`src/rtl/netirq_pkg.sv`:
```
`timescale 1ns/1ps
// Shared constants for the interrupt aggregator: cause bit positions,
// reset value of the cause register and host address decode.
package netirq_pkg;
    localparam int ST_W   = 8;
    localparam int EN_W   = 7;
    localparam int B_STOP = 7;
    localparam int B_ERW  = 6;
    localparam int B_CNT  = 5;
    localparam int B_OVW  = 4;
    localparam int B_TXE  = 3;
    localparam int B_RXE  = 2;
    localparam int B_PTX  = 1;
    localparam int B_PRX  = 0;
    localparam logic [ST_W-1:0] ST_RESET = 8'h80;

    typedef enum logic {
        ADDR_CAUSE  = 1'b0,
        ADDR_ENABLE = 1'b1
    } reg_sel_e;
endpackage

```
`src/rtl/netirq_txchain.sv`:
```
`timescale 1ns/1ps
// Packet-sent decision. Outside chain mode a successful completion
// raises ptx_set at once. In chain mode completions are accumulated
// and judged on chain_end.
// Assumes chain_mode is only changed between chains.
module netirq_txchain (
    input  logic clk,
    input  logic rst_n,
    input  logic chain_mode,
    input  logic pkt_done,
    input  logic pkt_ok,
    input  logic chain_end,
    output logic ptx_set
);
    logic any_ok_q;
    logic seen_q;
    logic done_ok;

    assign done_ok = pkt_done & pkt_ok;

    // Track whether the current chain saw any packet and any success.
    always_ff @(posedge clk) begin
        if (!rst_n) begin
            any_ok_q <= 1'b0;
            seen_q   <= 1'b0;
        end else if (chain_end || !chain_mode) begin
            any_ok_q <= 1'b0;
            seen_q   <= 1'b0;
        end else if (pkt_done) begin
            seen_q   <= 1'b1;
            any_ok_q <= any_ok_q | pkt_ok;
        end
    end

    // Raise the packet-sent cause now or at the chain boundary.
    always_comb begin
        if (!chain_mode) begin
            ptx_set = done_ok;
        end else begin
            ptx_set = chain_end & (any_ok_q | done_ok | ~(seen_q | pkt_done));
        end
    end

    AST_NO_MIDCHAIN: assert property (@(posedge clk) disable iff (!rst_n)
        (chain_mode && !chain_end) |-> !ptx_set);
endmodule

```
`src/rtl/netirq_events.sv`:
```
`timescale 1ns/1ps
// Turns raw controller strobes into a per-bit set vector for the cause
// register. Applies the abort rule, derives the early warning from a
// byte count compare and counter overflow from MSB rising edges.
// Assumes all strobes are synchronous to clk.
module netirq_events #(
    parameter int LEN_W = 11,
    parameter int CNT_N = 3
) (
    input  logic                      clk,
    input  logic                      rst_n,
    input  logic                      halt_evt,
    input  logic                      rx_good_evt,
    input  logic                      rx_err_evt,
    input  logic                      rx_abort_evt,
    input  logic                      tx_err_evt,
    input  logic                      tx_pkt_done,
    input  logic                      tx_pkt_ok,
    input  logic                      tx_chain_mode,
    input  logic                      tx_chain_end,
    input  logic                      rx_in_frame,
    input  logic [LEN_W-1:0]          rx_byte_cnt,
    input  logic [LEN_W-1:0]          early_limit,
    input  logic [CNT_N-1:0]          err_cnt_msb,
    output logic [netirq_pkg::ST_W-1:0] set_vec
);
    import netirq_pkg::*;

    logic             exceed;
    logic             exceed_q;
    logic [CNT_N-1:0] msb_q;
    logic [CNT_N-1:0] msb_rise;
    logic             ptx_set;

    assign exceed = rx_in_frame && (rx_byte_cnt > early_limit);

    // Remember last cycle's threshold and counter MSB state for edge detect.
    always_ff @(posedge clk) begin
        if (!rst_n) begin
            exceed_q <= 1'b0;
            msb_q    <= '0;
        end else begin
            exceed_q <= exceed;
            msb_q    <= err_cnt_msb;
        end
    end

    genvar gi;
    generate
        for (gi = 0; gi < CNT_N; gi++) begin : g_msb
            assign msb_rise[gi] = err_cnt_msb[gi] & ~msb_q[gi];
        end
    endgenerate

    netirq_txchain u_txchain (
        .clk        (clk),
        .rst_n      (rst_n),
        .chain_mode (tx_chain_mode),
        .pkt_done   (tx_pkt_done),
        .pkt_ok     (tx_pkt_ok),
        .chain_end  (tx_chain_end),
        .ptx_set    (ptx_set)
    );

    // Map every source onto its cause bit.
    always_comb begin
        set_vec         = '0;
        set_vec[B_STOP] = halt_evt;
        set_vec[B_ERW]  = exceed & ~exceed_q;
        set_vec[B_CNT]  = |msb_rise;
        set_vec[B_OVW]  = rx_abort_evt;
        set_vec[B_TXE]  = tx_err_evt;
        set_vec[B_RXE]  = rx_err_evt & ~rx_abort_evt;
        set_vec[B_PTX]  = ptx_set;
        set_vec[B_PRX]  = rx_good_evt;
    end

    AST_ERW_ONCE: assert property (@(posedge clk) disable iff (!rst_n)
        exceed |=> (exceed -> !set_vec[B_ERW]));
endmodule

```
`src/rtl/netirq_status.sv`:
```
`timescale 1ns/1ps
// Cause register: sticky bits set by hardware, cleared by host
// write-one. A set in the same cycle as a clear wins.
module netirq_status #(
    parameter int              W       = 8,
    parameter logic [W-1:0]    RST_VAL = 8'h80
) (
    input  logic         clk,
    input  logic         rst_n,
    input  logic [W-1:0] set_vec,
    input  logic [W-1:0] clr_vec,
    output logic [W-1:0] st
);
    // Apply clears, then sets, on each clock.
    always_ff @(posedge clk) begin
        if (!rst_n) begin
            st <= RST_VAL;
        end else begin
            st <= (st & ~clr_vec) | set_vec;
        end
    end

    AST_SET_WINS: assert property (@(posedge clk) disable iff (!rst_n)
        (set_vec != '0) |=> ((st & $past(set_vec)) == $past(set_vec)));
    AST_CLR_TAKES: assert property (@(posedge clk) disable iff (!rst_n)
        ((clr_vec & ~set_vec) != '0) |=> ((st & $past(clr_vec & ~set_vec)) == '0));
    AST_HOLD: assert property (@(posedge clk) disable iff (!rst_n)
        (set_vec == '0 && clr_vec == '0) |=> $stable(st));
endmodule

```
`src/rtl/netirq_regport.sv`:
```
`timescale 1ns/1ps
// Host register port: holds the enable register, turns cause-register
// writes into a clear vector and multiplexes the read data.
// Reads are combinational; writes take effect on the next edge.
module netirq_regport (
    input  logic                          clk,
    input  logic                          rst_n,
    input  logic                          host_wr,
    input  logic                          host_addr,
    input  logic [netirq_pkg::ST_W-1:0]   host_wdata,
    input  logic [netirq_pkg::ST_W-1:0]   st,
    output logic [netirq_pkg::ST_W-1:0]   clr_vec,
    output logic [netirq_pkg::EN_W-1:0]   en,
    output logic [netirq_pkg::ST_W-1:0]   host_rdata
);
    import netirq_pkg::*;

    logic wr_cause;
    logic wr_en;

    assign wr_cause = host_wr && (host_addr == ADDR_CAUSE);
    assign wr_en    = host_wr && (host_addr == ADDR_ENABLE);
    assign clr_vec  = wr_cause ? host_wdata : '0;

    // Load the enable register on a host write to its address.
    always_ff @(posedge clk) begin
        if (!rst_n) begin
            en <= '0;
        end else if (wr_en) begin
            en <= host_wdata[EN_W-1:0];
        end
    end

    // Select the register named by the address.
    always_comb begin
        if (host_addr == ADDR_ENABLE) begin
            host_rdata = {1'b0, en};
        end else begin
            host_rdata = st;
        end
    end

    AST_EN_LOAD: assert property (@(posedge clk) disable iff (!rst_n)
        wr_en |=> (en == $past(host_wdata[EN_W-1:0])));
    AST_EN_KEEP: assert property (@(posedge clk) disable iff (!rst_n)
        !wr_en |=> $stable(en));
endmodule

```
`src/rtl/netirq_agg.sv`:
```
`timescale 1ns/1ps
// Top of the interrupt aggregator: event conditioning, cause register,
// host port and the level interrupt request.
// Assumes a single clock domain and a synchronous active-low reset.
module netirq_agg #(
    parameter int LEN_W = 11,
    parameter int CNT_N = 3
) (
    input  logic             clk,
    input  logic             rst_n,
    input  logic             halt_evt,
    input  logic             rx_good_evt,
    input  logic             rx_err_evt,
    input  logic             rx_abort_evt,
    input  logic             tx_err_evt,
    input  logic             tx_pkt_done,
    input  logic             tx_pkt_ok,
    input  logic             tx_chain_mode,
    input  logic             tx_chain_end,
    input  logic             rx_in_frame,
    input  logic [LEN_W-1:0] rx_byte_cnt,
    input  logic [LEN_W-1:0] early_limit,
    input  logic [CNT_N-1:0] err_cnt_msb,
    input  logic             host_wr,
    input  logic             host_addr,
    input  logic [7:0]       host_wdata,
    output logic [7:0]       host_rdata,
    output logic             irq
);
    import netirq_pkg::*;

    logic [ST_W-1:0] set_vec;
    logic [ST_W-1:0] clr_vec;
    logic [ST_W-1:0] st;
    logic [EN_W-1:0] en;

    netirq_events #(.LEN_W(LEN_W), .CNT_N(CNT_N)) u_events (
        .clk           (clk),
        .rst_n         (rst_n),
        .halt_evt      (halt_evt),
        .rx_good_evt   (rx_good_evt),
        .rx_err_evt    (rx_err_evt),
        .rx_abort_evt  (rx_abort_evt),
        .tx_err_evt    (tx_err_evt),
        .tx_pkt_done   (tx_pkt_done),
        .tx_pkt_ok     (tx_pkt_ok),
        .tx_chain_mode (tx_chain_mode),
        .tx_chain_end  (tx_chain_end),
        .rx_in_frame   (rx_in_frame),
        .rx_byte_cnt   (rx_byte_cnt),
        .early_limit   (early_limit),
        .err_cnt_msb   (err_cnt_msb),
        .set_vec       (set_vec)
    );

    netirq_status #(.W(ST_W), .RST_VAL(ST_RESET)) u_status (
        .clk     (clk),
        .rst_n   (rst_n),
        .set_vec (set_vec),
        .clr_vec (clr_vec),
        .st      (st)
    );

    netirq_regport u_regport (
        .clk        (clk),
        .rst_n      (rst_n),
        .host_wr    (host_wr),
        .host_addr  (host_addr),
        .host_wdata (host_wdata),
        .st         (st),
        .clr_vec    (clr_vec),
        .en         (en),
        .host_rdata (host_rdata)
    );

    // Request service while any enabled cause below the stopped bit is set.
    always_comb begin
        irq = |(st[EN_W-1:0] & en);
    end

    AST_RESET_STATE: assert property (@(posedge clk)
        !rst_n |=> (st == ST_RESET && en == '0 && !irq));
    AST_STOP_NO_IRQ: assert property (@(posedge clk) disable iff (!rst_n)
        (st[EN_W-1:0] == '0) |-> !irq);
    AST_RXE_ABORT: assert property (@(posedge clk) disable iff (!rst_n)
        (rx_err_evt && rx_abort_evt && !st[B_RXE]) |=> !st[B_RXE]);
    AST_RXE_STICKY: assert property (@(posedge clk) disable iff (!rst_n)
        (rx_abort_evt && st[B_RXE] && !clr_vec[B_RXE]) |=> st[B_RXE]);
    AST_PTX_DEFER: assert property (@(posedge clk) disable iff (!rst_n)
        ($rose(st[B_PTX]) && $past(tx_chain_mode)) |-> $past(tx_chain_end));
    AST_HALT_SETS: assert property (@(posedge clk) disable iff (!rst_n)
        halt_evt |=> st[B_STOP]);
endmodule

```
`config.mk`:
```
export PLATFORM = sky130hd
export DESIGN_NAME = netirq_agg
export DESIGN_NICKNAME = d
export VERILOG_FILES = /design/src/rtl/netirq_pkg.sv /design/src/rtl/netirq_txchain.sv /design/src/rtl/netirq_events.sv /design/src/rtl/netirq_status.sv /design/src/rtl/netirq_regport.sv /design/src/rtl/netirq_agg.sv
export SDC_FILE = /design/constraint.sdc
export NUM_CORES = 1
export LEC_CHECK = 0
export ABC_AREA = 1
export BUFFER_PORTS_ARGS = -buffer_cell sky130_fd_sc_hd__buf_2
export CORE_UTILIZATION = 50
export DETAILED_ROUTE_END_ITERATION = 12
export GPL_TIMING_DRIVEN = 0
export PLACE_DENSITY = 0.84
export SYNTH_ARGS = -nofsm -noshare
export SYNTH_HDL_FRONTEND = slang
export SYNTH_SLANG_ARGS = --single-unit
```
`constraint.sdc`:
```
create_clock -name clk -period 2.9 [get_ports clk]
set_clock_uncertainty 0.2 [all_clocks]
set_input_delay 0.145 -clock clk [delete_from_list [all_inputs] [get_ports clk]]
set_output_delay 0.145 -clock clk [all_outputs]
set_load 0.05 [all_outputs]
```
==> results of run 1 <==
## cells by family after synthesis
kind of cell               share of synthesized area (%)
AOI/OAI and AO/OA                                   13.1
DFF                                                 33.4
buffers and inverters                               13.0
and+or+nand+nor                                     29.6
adders and majority gates                           10.9
## synthesized netlist by cell type
cell type	instances
dfxtp_1	21
nor2_4	1
ha_1	11
a21oi_2	2
a21oi_1	12
inv_1	33
nand2_2	3
o22ai_1	1
a31oi_1	1
inv_8	1
nand3b_1	1
o21bai_2	1
o21ai_0	11
nand2_1	55
nand3_1	4
buf_6	1
nand4_1	1
nand3_2	2
inv_4	2
nand2_4	2
nor2_1	16
buf_2	1
a221oi_1	1
## through the flow
stage / power [mW] / instance area (sq um) / worst slack (ps) / instances / hold slack (ps)
6_report: 0.686 / 1870 / 1120 / 298 / 28.3
5_1_grt: 0.724 / 1870 / 1010 / 298 / 43.6
4_1_cts: 0.678 / 1870 / 1140 / 298 / 31.9
3_5_place_dp: 0.510 / 1570 / 1510 / 266 / 127
3_3_place_gp: 0.506 / 1570 / 1510 / 266 / 121
2_1_floorplan: 0.447 / 1260 / 1450 / 184 / 33.4
## power groups by stage
| stage | sequential (mW) | clock [mW] | combinational [mW] |
|---|---|---|---|
| 6_report | 0.319 | 0.148 | 0.219 |
| 5_1_grt | 0.321 | 0.162 | 0.242 |
| 4_1_cts | 0.318 | 0.144 | 0.215 |
| 3_5_place_dp | 0.325 | 0 | 0.186 |
| 3_3_place_gp | 0.324 | 0 | 0.182 |
| 2_1_floorplan | 0.322 | 0 | 0.125 |
## layout make-up
cell class              count  area, sq um  share of cell area [%]
multi-input cells         125          676                    36.1
well taps                  28         35.0                    1.87
clock inverters             1         5.00                   0.267
inverters                  36          148                    7.88
repair buffers             82          551                    29.4
plain buffers               2         16.3                   0.868
clock buffers               3         22.5                    1.20
flip-flops and latches     21          420                    22.4
## layer usage
layer  wire length [um]  track usage [%]
met1               1320             28.2
met2               1870             55.1
met3                151             3.48
met4                 76             13.2
met5                  0                0
## cell usage in the layout (no fill, tap or decap), types with 2 or more instances in the layout
cell,n
a21oi_1,12
a21oi_2,2
buf_2,55
clkbuf_4,3
dfxtp_1,21
dlygate4sd3_1,28
ha_1,11
inv_1,33
inv_4,2
nand2_1,55
nand2_2,3
nand2_4,2
nand3_1,4
nand3_2,2
nor2_1,16
o21ai_0,11
## how the worst max path moves through the flow
| stage | endpoint | slack, ps | startpoint | cells past startpoint |
|---|---|---|---|---|
| floorplan | irq | 1450 | u_status.st[4]$_SDFF_PN0_ | 4 |
| global placement | u_status.st[6]$_SDFF_PN0_ | 1510 | early_limit[6] | 10 |
| detailed placement | u_status.st[6]$_SDFF_PN0_ | 1510 | early_limit[6] | 10 |
| CTS | u_status.st[1]$_SDFF_PN0_ | 1140 | tx_pkt_done | 7 |
| global route | u_status.st[1]$_SDFF_PN0_ | 1010 | tx_pkt_done | 7 |
| finish | u_status.st[1]$_SDFF_PN0_ | 1120 | tx_pkt_done | 7 |
## worst max-delay path: stages
cell	delay (ps)
dlygate4sd3_1	540
buf_2	140
a21oi_1	160
o21ai_0	110
nand3_1	70
dlygate4sd3_1	560
a31oi_1	70
## what timing repair did
item,CTS,global route
hold buffers,28,0
setup endpoints to repair,0,0
endpoints found under the hold margin,20,0
buffers inserted,0,0
## flip-flops by register name (all words and copies together), names as in the netlist
| signal | flops |
|---|---|
| u_events.exceed_q | 1 |
| u_events.msb_q | 3 |
| u_events.u_txchain.any_ok_q | 1 |
| u_events.u_txchain.seen_q | 1 |
| u_regport.en | 7 |
| u_status.st | 8 |
==> impl_metrics.json, run 1 <==
{
  "core_sq_mm": 0.00230,
  "via_per_inst": 4.93,
  "detail-route-antenna-nets": 0,
  "drc": 0,
  "clk_pin_slew_ps": 120,
  "ir_worst_vdd_mv": 0.397,
  "fmax_ghz": 0.561,
  "place.gp.congestion": 0.755,
  "synth_top_area_share_pct": 33.4,
  "hp-class": "in -> reg",
  "ios": 56,
  "drive_above_1_share_pct": 27.4,
  "drv_cap": 0,
  "cp.required_ps": 2910,
  "grt_start_max_net_pins": 13,
  "area_delta_synth_final_pct": 48.7,
  "grt_pass1_wl_um": 5590,
  "drt_wl_total_um": 3410,
  "die_area_sq_mm": 0.00272,
  "worst-setup-path-type": "in -> reg",
  "grtUsageTotal_pct": 27.9,
  "hold_end": "u_events.exceed_q$_SDFF_PN0_",
  "ys_top_cells_by_area": "dfxtp_1 (33%), nand2_1 (16%), ha_1 (11%)",
  "cts_root_buf": "clkbuf_4",
  "p_seq_share_pct": 46.5,
  "regToRegStartpoint": "u_events.u_txchain.any_ok_q$_SDFFE_PP0P_",
  "tritoncts": "built",
  "tns_ps": 0,
  "synthDistinctLibCells": 23,
  "status": "finished, final reports clean",
  "ys_ff_latch": 21,
  "vias": 1470,
  "finalNetCount": 329,
  "power.internal_uw": 453,
  "detail_route.wl_per_cell_um": 11.5,
  "yosysSeqAreaShare_pct": 33.4,
  "dpl.hpwl_um": 2150,
  "p_leak_nw": 1.08,
  "worst_slew_pin_slew_ps": 253,
  "crit_fanout": 4,
  "cts.sinks": 21,
  "syn_inst": 184,
  "synth.largest_area_cell": "dfxtp_1",
  "grt_pass1_vias": 1465,
  "antenna_cells": 0,
  "hp-start": "rx_in_frame",
  "endpoint_kind": "register",
  "comb_power_share_pct": 31.9,
  "antenna_found_initial": 0,
  "syn_area_sq_mm": 0.00126,
  "p_sw_share_pct": 34.0,
  "cts_resized": 0,
  "reg2reg_slack_ps": 1320,
  "cts_buffers": 3,
  "row_count": 17,
  "cp.arrival_ps": 1790,
  "port-buffer-count": 54,
  "rsz0062_at_grt": "false",
  "clockBufferDepth": 2,
  "p_clk_share_pct": 21.6,
  "drt_iter0_drc": 18,
  "clk_latency_ps": 310,
  "ff2ff_path_depth": 5,
  "die_w_um": 52.2,
  "final_core_util_pct": 81.5,
  "grt_overflow": 0,
  "start_util_pct": 54.8,
  "htreeDepth": 1,
  "p_sw_uw": 234,
  "start_kind": "input port",
  "r2r_end": "u_status.st[1]$_SDFF_PN0_",
  "yosys_warnings": 0,
  "drv_slew": 0,
  "max_slew_margin_pct": 83.2,
  "final_hold_viol_count": 0,
  "synthesis.nets": 242,
  "worstHoldPathCells": 6,
  "die_h_um": 52.2,
  "powerDensity_mw_per_mm2": 366,
  "period_minus_slack_ps": 1780,
  "setup_viol": 0,
  "fin_crit_sh_pct": 61.5,
  "drtPass1Iterations": 4,
  "fillers": 165,
  "synth.avg_cell_area_sq_um": 6.85
}
No activity file was read; power rests on OpenSTA's default activity.
==> run 2: changes to the inputs <==
--- a/config.mk
+++ b/config.mk
@@ -7,10 +7,11 @@
 export LEC_CHECK = 0
 export ABC_AREA = 1
 export BUFFER_PORTS_ARGS = -buffer_cell sky130_fd_sc_hd__buf_2
-export CORE_UTILIZATION = 50
+export CORE_ASPECT_RATIO = 2
+export CORE_UTILIZATION = 42
 export DETAILED_ROUTE_END_ITERATION = 12
 export GPL_TIMING_DRIVEN = 0
-export PLACE_DENSITY = 0.84
+export PLACE_DENSITY = 0.75
 export SYNTH_ARGS = -nofsm -noshare
 export SYNTH_HDL_FRONTEND = slang
 export SYNTH_SLANG_ARGS = --single-unit
==> constraint.sdc (replaced) <==
create_clock -name clk -period 1.55 [get_ports clk]
set_clock_uncertainty 0.2 [all_clocks]
set_input_delay 0.0775 -clock clk [delete_from_list [all_inputs] [get_ports clk]]
set_output_delay 0.0775 -clock clk [all_outputs]
set_load 0.05 [all_outputs]
==> run 2 against run 1 <==
  * The flow now finishes with violations (negative hold slack, negative setup slack)
  * Core utilization shrank 14 points
  * Final cell count decreased by 0.67%
  * Non-clock buffer count decreased by 3
  * Sequential share of layout area rose by 0.072 points
  * Worst hold slack worse by 46 ps
  * Die area up 19%
  * Sequential power rose by 88%
  * Setup slack worse by 1100 ps
  * Wire length decreased by 5.8%
  * Global-route usage fell by 5.0 points
  * Flip-flop and latch count unchanged
  * Clock-buffer cell count increased by 1
==> impl_metrics.json, run 2 (synthesized netlist as in run 1, its figures left out) <==
{
  "setup_viol": 1,
  "fin_ws_ps": -9.29,
  "vias": 1442,
  "p_seq_share_pct": 43.9,
  "grt_pass1_wl_um": 5220,
  "cts_root_buf": "clkbuf_8",
  "die_h_um": 79.5,
  "start_kind": "register",
  "violations": "negative hold slack, negative setup slack",
  "ir_worst_vdd_mv": 0.789,
  "dr_wl_met3_um": 143,
  "drt_iter0_drc": 23,
  "endpoint_kind": "output pin",
  "reg.largest.list": "u_status.st x8, u_regport.en x7, u_events.msb_q x3",
  "power.internal_uw": 937,
  "dpl.cell_count": 267,
  "grt_overflow": 0,
  "endpoint": "irq",
  "ff2ff_path_depth": 3,
  "clk_latency_ps": 260,
  "final_hold_viol_count": 1,
  "clk_pin_slew_ps": 70,
  "postCtsSetupRepairBufs": 0,
  "grtUsageTotal_pct": 22.9,
  "worst-setup-path-type": "reg -> out",
  "worst_slew_pin_slew_ps": 252,
  "cts.sinks": 21,
  "comb_power_share_pct": 30.0,
  "final_common_cell": "nand2_1",
  "whs_ps": -17.4,
  "wl_met2_um": 1900,
  "largest_register": "u_status.st",
  "dp_slack_ps": 178,
  "finalNetCount": 326,
  "clockBufferDepth": 2,
  "port-buffer-count": 54,
  "tritoncts": "built",
  "drive_above_1_share_pct": 29.2,
  "htreeDepth": 1,
  "instances_no_fill": 296,
  "cp.required_ps": 1270,
  "fin_crit_sh_pct": 101,
  "powerDensity_mw_per_mm2": 722,
  "rsz0062_at_grt": "true",
  "hp-class": "in -> reg",
  "status": "finished with violations",
  "detail-route-antenna-nets": 0,
  "final_cell_mix": "nand2_1 (55), buf_2 (53), inv_1 (33)",
  "drt_wl_total_um": 3210,
  "reg2reg_slack_ps": 90,
  "grt_start_max_net_pins": 12,
  "r2r_end": "u_regport.en[1]$_SDFFE_PN0P_",
  "core_sq_mm": 0.00280,
  "highest_layer": "met4",
  "p_leak_nw": 1.07,
  "max_slew_margin_pct": 83.3,
  "die_area_sq_mm": 0.00324,
  "cts_buffers": 3,
  "fmax_ghz": 0.641,
  "placed_area_sq_mm": 0.00157,
  "final_core_util_pct": 67.4,
  "drt-met1-wl_um": 1090,
  "place.gp.congestion": 0.836,
  "largest_register_ffs": 8,
  "p_clk_share_pct": 26.1,
  "drc": 0,
  "critPathLaunch": "u_status.st[4]$_SDFF_PN0_",
  "die_w_um": 40.7,
  "via_per_inst": 4.87,
  "p_sw_share_pct": 31.3,
  "crit_fanout": 3,
  "grt_pass1_vias": 1431,
  "regToRegStartpoint": "u_regport.en[1]$_SDFFE_PN0P_",
  "dpl.hpwl_um": 2220,
  "p_total_mw": 1.36,
  "antenna_found_initial": 0,
  "period_minus_slack_ps": 1560,
  "cp.arrival_ps": 1280,
  "fillers": 260,
  "drv_cap": 0,
  "detail_route.wl_per_cell_um": 10.9,
  "p_sw_uw": 427,
  "drv_slew": 0,
  "drtPass1Iterations": 4,
  "ios": 56,
  "row_count": 27,
  "final_area_sq_mm": 0.00189,
  "start_util_pct": 44.9,
  "area_delta_synth_final_pct": 50.0,
  "antenna_cells": 0
}
-- run 2: power groups by stage --
stage	Clock (mW)	Sequential, mW	Combinational, mW
CTS	0.359	0.597	0.410
global route	0.387	0.602	0.457
global placement	0	0.606	0.344
floorplan	0	0.602	0.235
finish	0.356	0.599	0.409
detailed placement	0	0.607	0.348
-- run 2: area by class of cell --
cell class	instances	area [sq um]	share of cell area, %
Multi-Input combinational cell	125	684	36.2
Timing Repair Buffer	79	534	28.3
Sequential cell	21	425	22.5
Inverter	36	148	7.81
Clock buffer	4	45.0	2.38
Tap cell	29	36.3	1.92
Buffer	2	16.3	0.861
-- run 2: how the worst min path moves through the flow --
| stage | slack (ps) | depth (start not counted) | start | end |
|---|---|---|---|---|
| 2_1_floorplan | -30 | 2 | halt_evt | u_status.st[7]$_SDFF_PN1_ |
| 3_3_place_gp | 50 | 3 | halt_evt | u_status.st[7]$_SDFF_PN1_ |
| 3_5_place_dp | 60 | 3 | halt_evt | u_status.st[7]$_SDFF_PN1_ |
| 4_1_cts | 30 | 4 | host_addr | u_regport.en[6]$_SDFFE_PN0P_ |
| 5_1_grt | 30 | 5 | tx_chain_mode | u_events.u_txchain.seen_q$_SDFFE_PP0P_ |
| 6_report | -20 | 5 | tx_chain_mode | u_events.u_txchain.seen_q$_SDFFE_PP0P_ |
-- run 2: what timing repair did --
| item | CTS | global route |
|---|---|---|
| gates resized for setup | 6 | 3 |
| pin swaps | 2 | 2 |
| hold buffers | 28 | 1 |
| endpoints found under the hold margin | 20 | 1 |
| endpoints found under the setup margin | 1 | 6 |
-- run 2: metrics by stage --
step	TNS, ps	hold slack, ps
after global routing	-56.1	28.0
final	-9.29	-17.4
after detailed placement	0	58.5
after CTS	0	28.4
after global placement	0	53.1
after floorplan	0	-34.1
-- run 2: layer usage --
layer / up-vias / GRT usage, %
li1: 737 / -
met1: 642 / 19.7
met2: 54 / 45.2
met3: 9 / 1.95
met4: 0 / 10.3
met5: - / 0
-- run 2: worst max-delay path, stage by stage, from the launching register on --
cell and delay, ps:
dfxtp_2 330, nand2_1 60, nand2_1 50, a221oi_2 200, nand4_1 180, buf_6 200
==> run 3: changes to the inputs <==
--- a/config.mk
+++ b/config.mk
@@ -8,10 +8,10 @@
 export ABC_AREA = 1
 export BUFFER_PORTS_ARGS = -buffer_cell sky130_fd_sc_hd__buf_2
 export CORE_ASPECT_RATIO = 2
-export CORE_UTILIZATION = 42
+export CORE_UTILIZATION = 46
 export DETAILED_ROUTE_END_ITERATION = 12
 export GPL_TIMING_DRIVEN = 0
-export PLACE_DENSITY = 0.75
+export PLACE_DENSITY = 0.78
 export SYNTH_ARGS = -nofsm -noshare
 export SYNTH_HDL_FRONTEND = slang
 export SYNTH_SLANG_ARGS = --single-unit
==> constraint.sdc (replaced) <==
create_clock -name clk -period 1.7 [get_ports clk]
set_clock_uncertainty 0.2 [all_clocks]
set_input_delay 0.085 -clock clk [delete_from_list [all_inputs] [get_ports clk]]
set_output_delay 0.085 -clock clk [all_outputs]
set_load 0.05 [all_outputs]
==> run 3 against run 2 <==
  * Flip-flop and latch count did not move
  * The run now ends clean
  * Via count is 2.0% higher
  * Highest routed layer unchanged
  * Non-clock buffer count rose by 3
  * Critical path depth up 1
==> impl_metrics.json, run 3 (synthesized netlist as in run 1, its figures left out) <==
{
  "status": "finished, final reports clean",
  "crit_path_cell_trace": "dlygate4sd3_1 -> buf_2 -> inv_1 -> nand2_1 -> dlygate4sd3_1 -> a21oi_1",
  "crit_fanout": 2,
  "start_util_pct": 49.0,
  "final_area_sq_mm": 0.00189,
  "fmax_ghz": 0.614,
  "grt_pass1_wl_um": 5740,
  "drtPass1Iterations": 4,
  "endpoint_kind": "register",
  "drc": 0,
  "grt_pass1_vias": 1455,
  "area_delta_synth_final_pct": 50.0,
  "cp.arrival_ps": 1630,
  "antenna_cells": 0,
  "finalNetCount": 329,
  "critPathSlowestCell": "dlygate4sd3_1",
  "core_sq_mm": 0.00257,
  "place.gp.congestion": 0.857,
  "die_area_sq_mm": 0.00296,
  "dpl.hpwl_um": 2260,
  "drv_slew": 0,
  "row_count": 26,
  "tritoncts": "built",
  "tns_ps": 0,
  "cts.sinks": 21,
  "ff2ff_path_depth": 3,
  "detail_route.wl_per_cell_um": 11.8,
  "final_cell_mix": "nand2_1 (55), buf_2 (55), inv_1 (33)",
  "critPathLaunch": "rx_abort_evt",
  "placed_area_sq_mm": 0.00157,
  "ios": 56,
  "cpMostUsedCell": "dlygate4sd3_1",
  "final_hold_viol_count": 0,
  "ir_worst_vdd_mv": 0.625,
  "grtUsageTotal_pct": 26.6,
  "start_kind": "input port",
  "drv_cap": 0,
  "rsz0062_at_grt": "false",
  "die_w_um": 39.0,
  "regToRegStartpoint": "u_regport.en[1]$_SDFFE_PN0P_",
  "clockBufferDepth": 2,
  "cp.required_ps": 1700,
  "fillers": 201,
  "cp_top_family": "buffers and inverters",
  "period_minus_slack_ps": 1630,
  "cts_root_buf": "clkbuf_8",
  "htreeDepth": 1,
  "die_h_um": 76.0,
  "p_leak_nw": 1.08,
  "fin_crit_sh_pct": 95.9,
  "worst_slew_pin_slew_ps": 270,
  "reg2reg_slack_ps": 260,
  "worst-path-buf-inv": 4,
  "max_slew_margin_pct": 82.0,
  "drt_wl_total_um": 3530,
  "hold_end": "u_regport.en[4]$_SDFFE_PN0P_",
  "hp-start": "host_addr",
  "postCtsSetupRepairBufs": 0,
  "grt_overflow": 0,
  "worst-setup-path-type": "in -> reg",
  "reg.largest.list": "u_status.st x8, u_regport.en x7, u_events.msb_q x3",
  "cts_resized": 0,
  "cts_buffers": 3,
  "antenna_found_initial": 0,
  "clk_latency_ps": 260,
  "clk_pin_slew_ps": 70,
  "slowest_delay_ps": 570,
  "dpl.cell_count": 266,
  "worstHoldPathCells": 4,
  "largest_register": "u_status.st",
  "setup_viol": 0,
  "powerDensity_mw_per_mm2": 659,
  "grt_start_max_net_pins": 12,
  "port-buffer-count": 54,
  "vias": 1471,
  "largest_register_ffs": 8,
  "via_per_inst": 4.94,
  "detail-route-antenna-nets": 0,
  "instances_no_fill": 298,
  "hp-class": "in -> reg",
  "drive_above_1_share_pct": 27.0,
  "r2r_end": "u_regport.en[1]$_SDFFE_PN0P_",
  "drt_iter0_drc": 17
}
[run 3: cell count changes in the layout (fill, tap and decap cells not counted), sizes merged]
| cell | delta |
|---|---|
| buf | +1 |
| dlygate4sd3 | +3 |
| dlymetal6s4s | -1 |
[run 3: layout make-up]
type	instances	area, sq um	area share [%]
Timing Repair Buffer	82	551	29.1
Sequential cell	21	420	22.2
Tap cell	28	35.0	1.85
Clock buffer	4	45.0	2.38
Buffer	2	16.3	0.860
Multi-Input combinational cell	125	676	35.7
Inverter	36	148	7.81
[run 3: per-stage QoR]
step                      setup slack, ps  utilization [%]  power, mW  hold slack [ps]
final                                70.1             73.6       1.25             26.3
after global routing                 1.55             73.6       1.30             53.2
after CTS                            71.8             73.6       1.24             24.2
after detailed placement              319             60.9      0.870             68.6
after global placement                348             60.9      0.865             66.3
after floorplan                       314                -      0.763            -26.6
[run 3: where the power goes]
group	switching (mW)	internal, mW	total, mW
registers	0.0205	0.523	0.543
clock network	0.162	0.167	0.329
logic	0.213	0.160	0.373
total	0.396	0.850	1.25
[run 3: how the worst max path moves through the flow]
stage / end / slack (ps) / cells past startpoint
floorplan: irq / 310 / 4
global placement: u_status.st[6]$_SDFF_PN0_ / 350 / 9
detailed placement: u_status.st[6]$_SDFF_PN0_ / 320 / 10
CTS: irq / 70 / 5
global route: irq / 2 / 5
finish: u_status.st[2]$_SDFF_PN0_ / 70 / 6
[run 3: per-layer routing]
metal  global-route usage, %  part of all wire (%)  vias to the layer above
met2                    49.0                    56                       53
met4                    12.1                   3.7                        0
li1                        -                     -                      743
met5                       0                     0                        -
met3                    4.37                   4.7                       17
met1                    25.9                    36                      658
[run 3: timing repair]
item	4_1_cts	5_1_grt
hold endpoints to repair	20	0
hold buffers	28	0
setup endpoints to repair	0	1
[run 3: tightest hold or removal path, stage by stage]
cell	delay [ps]
buf_6	130
nand2_4	90
o21ai_0	70
nor2_1	70
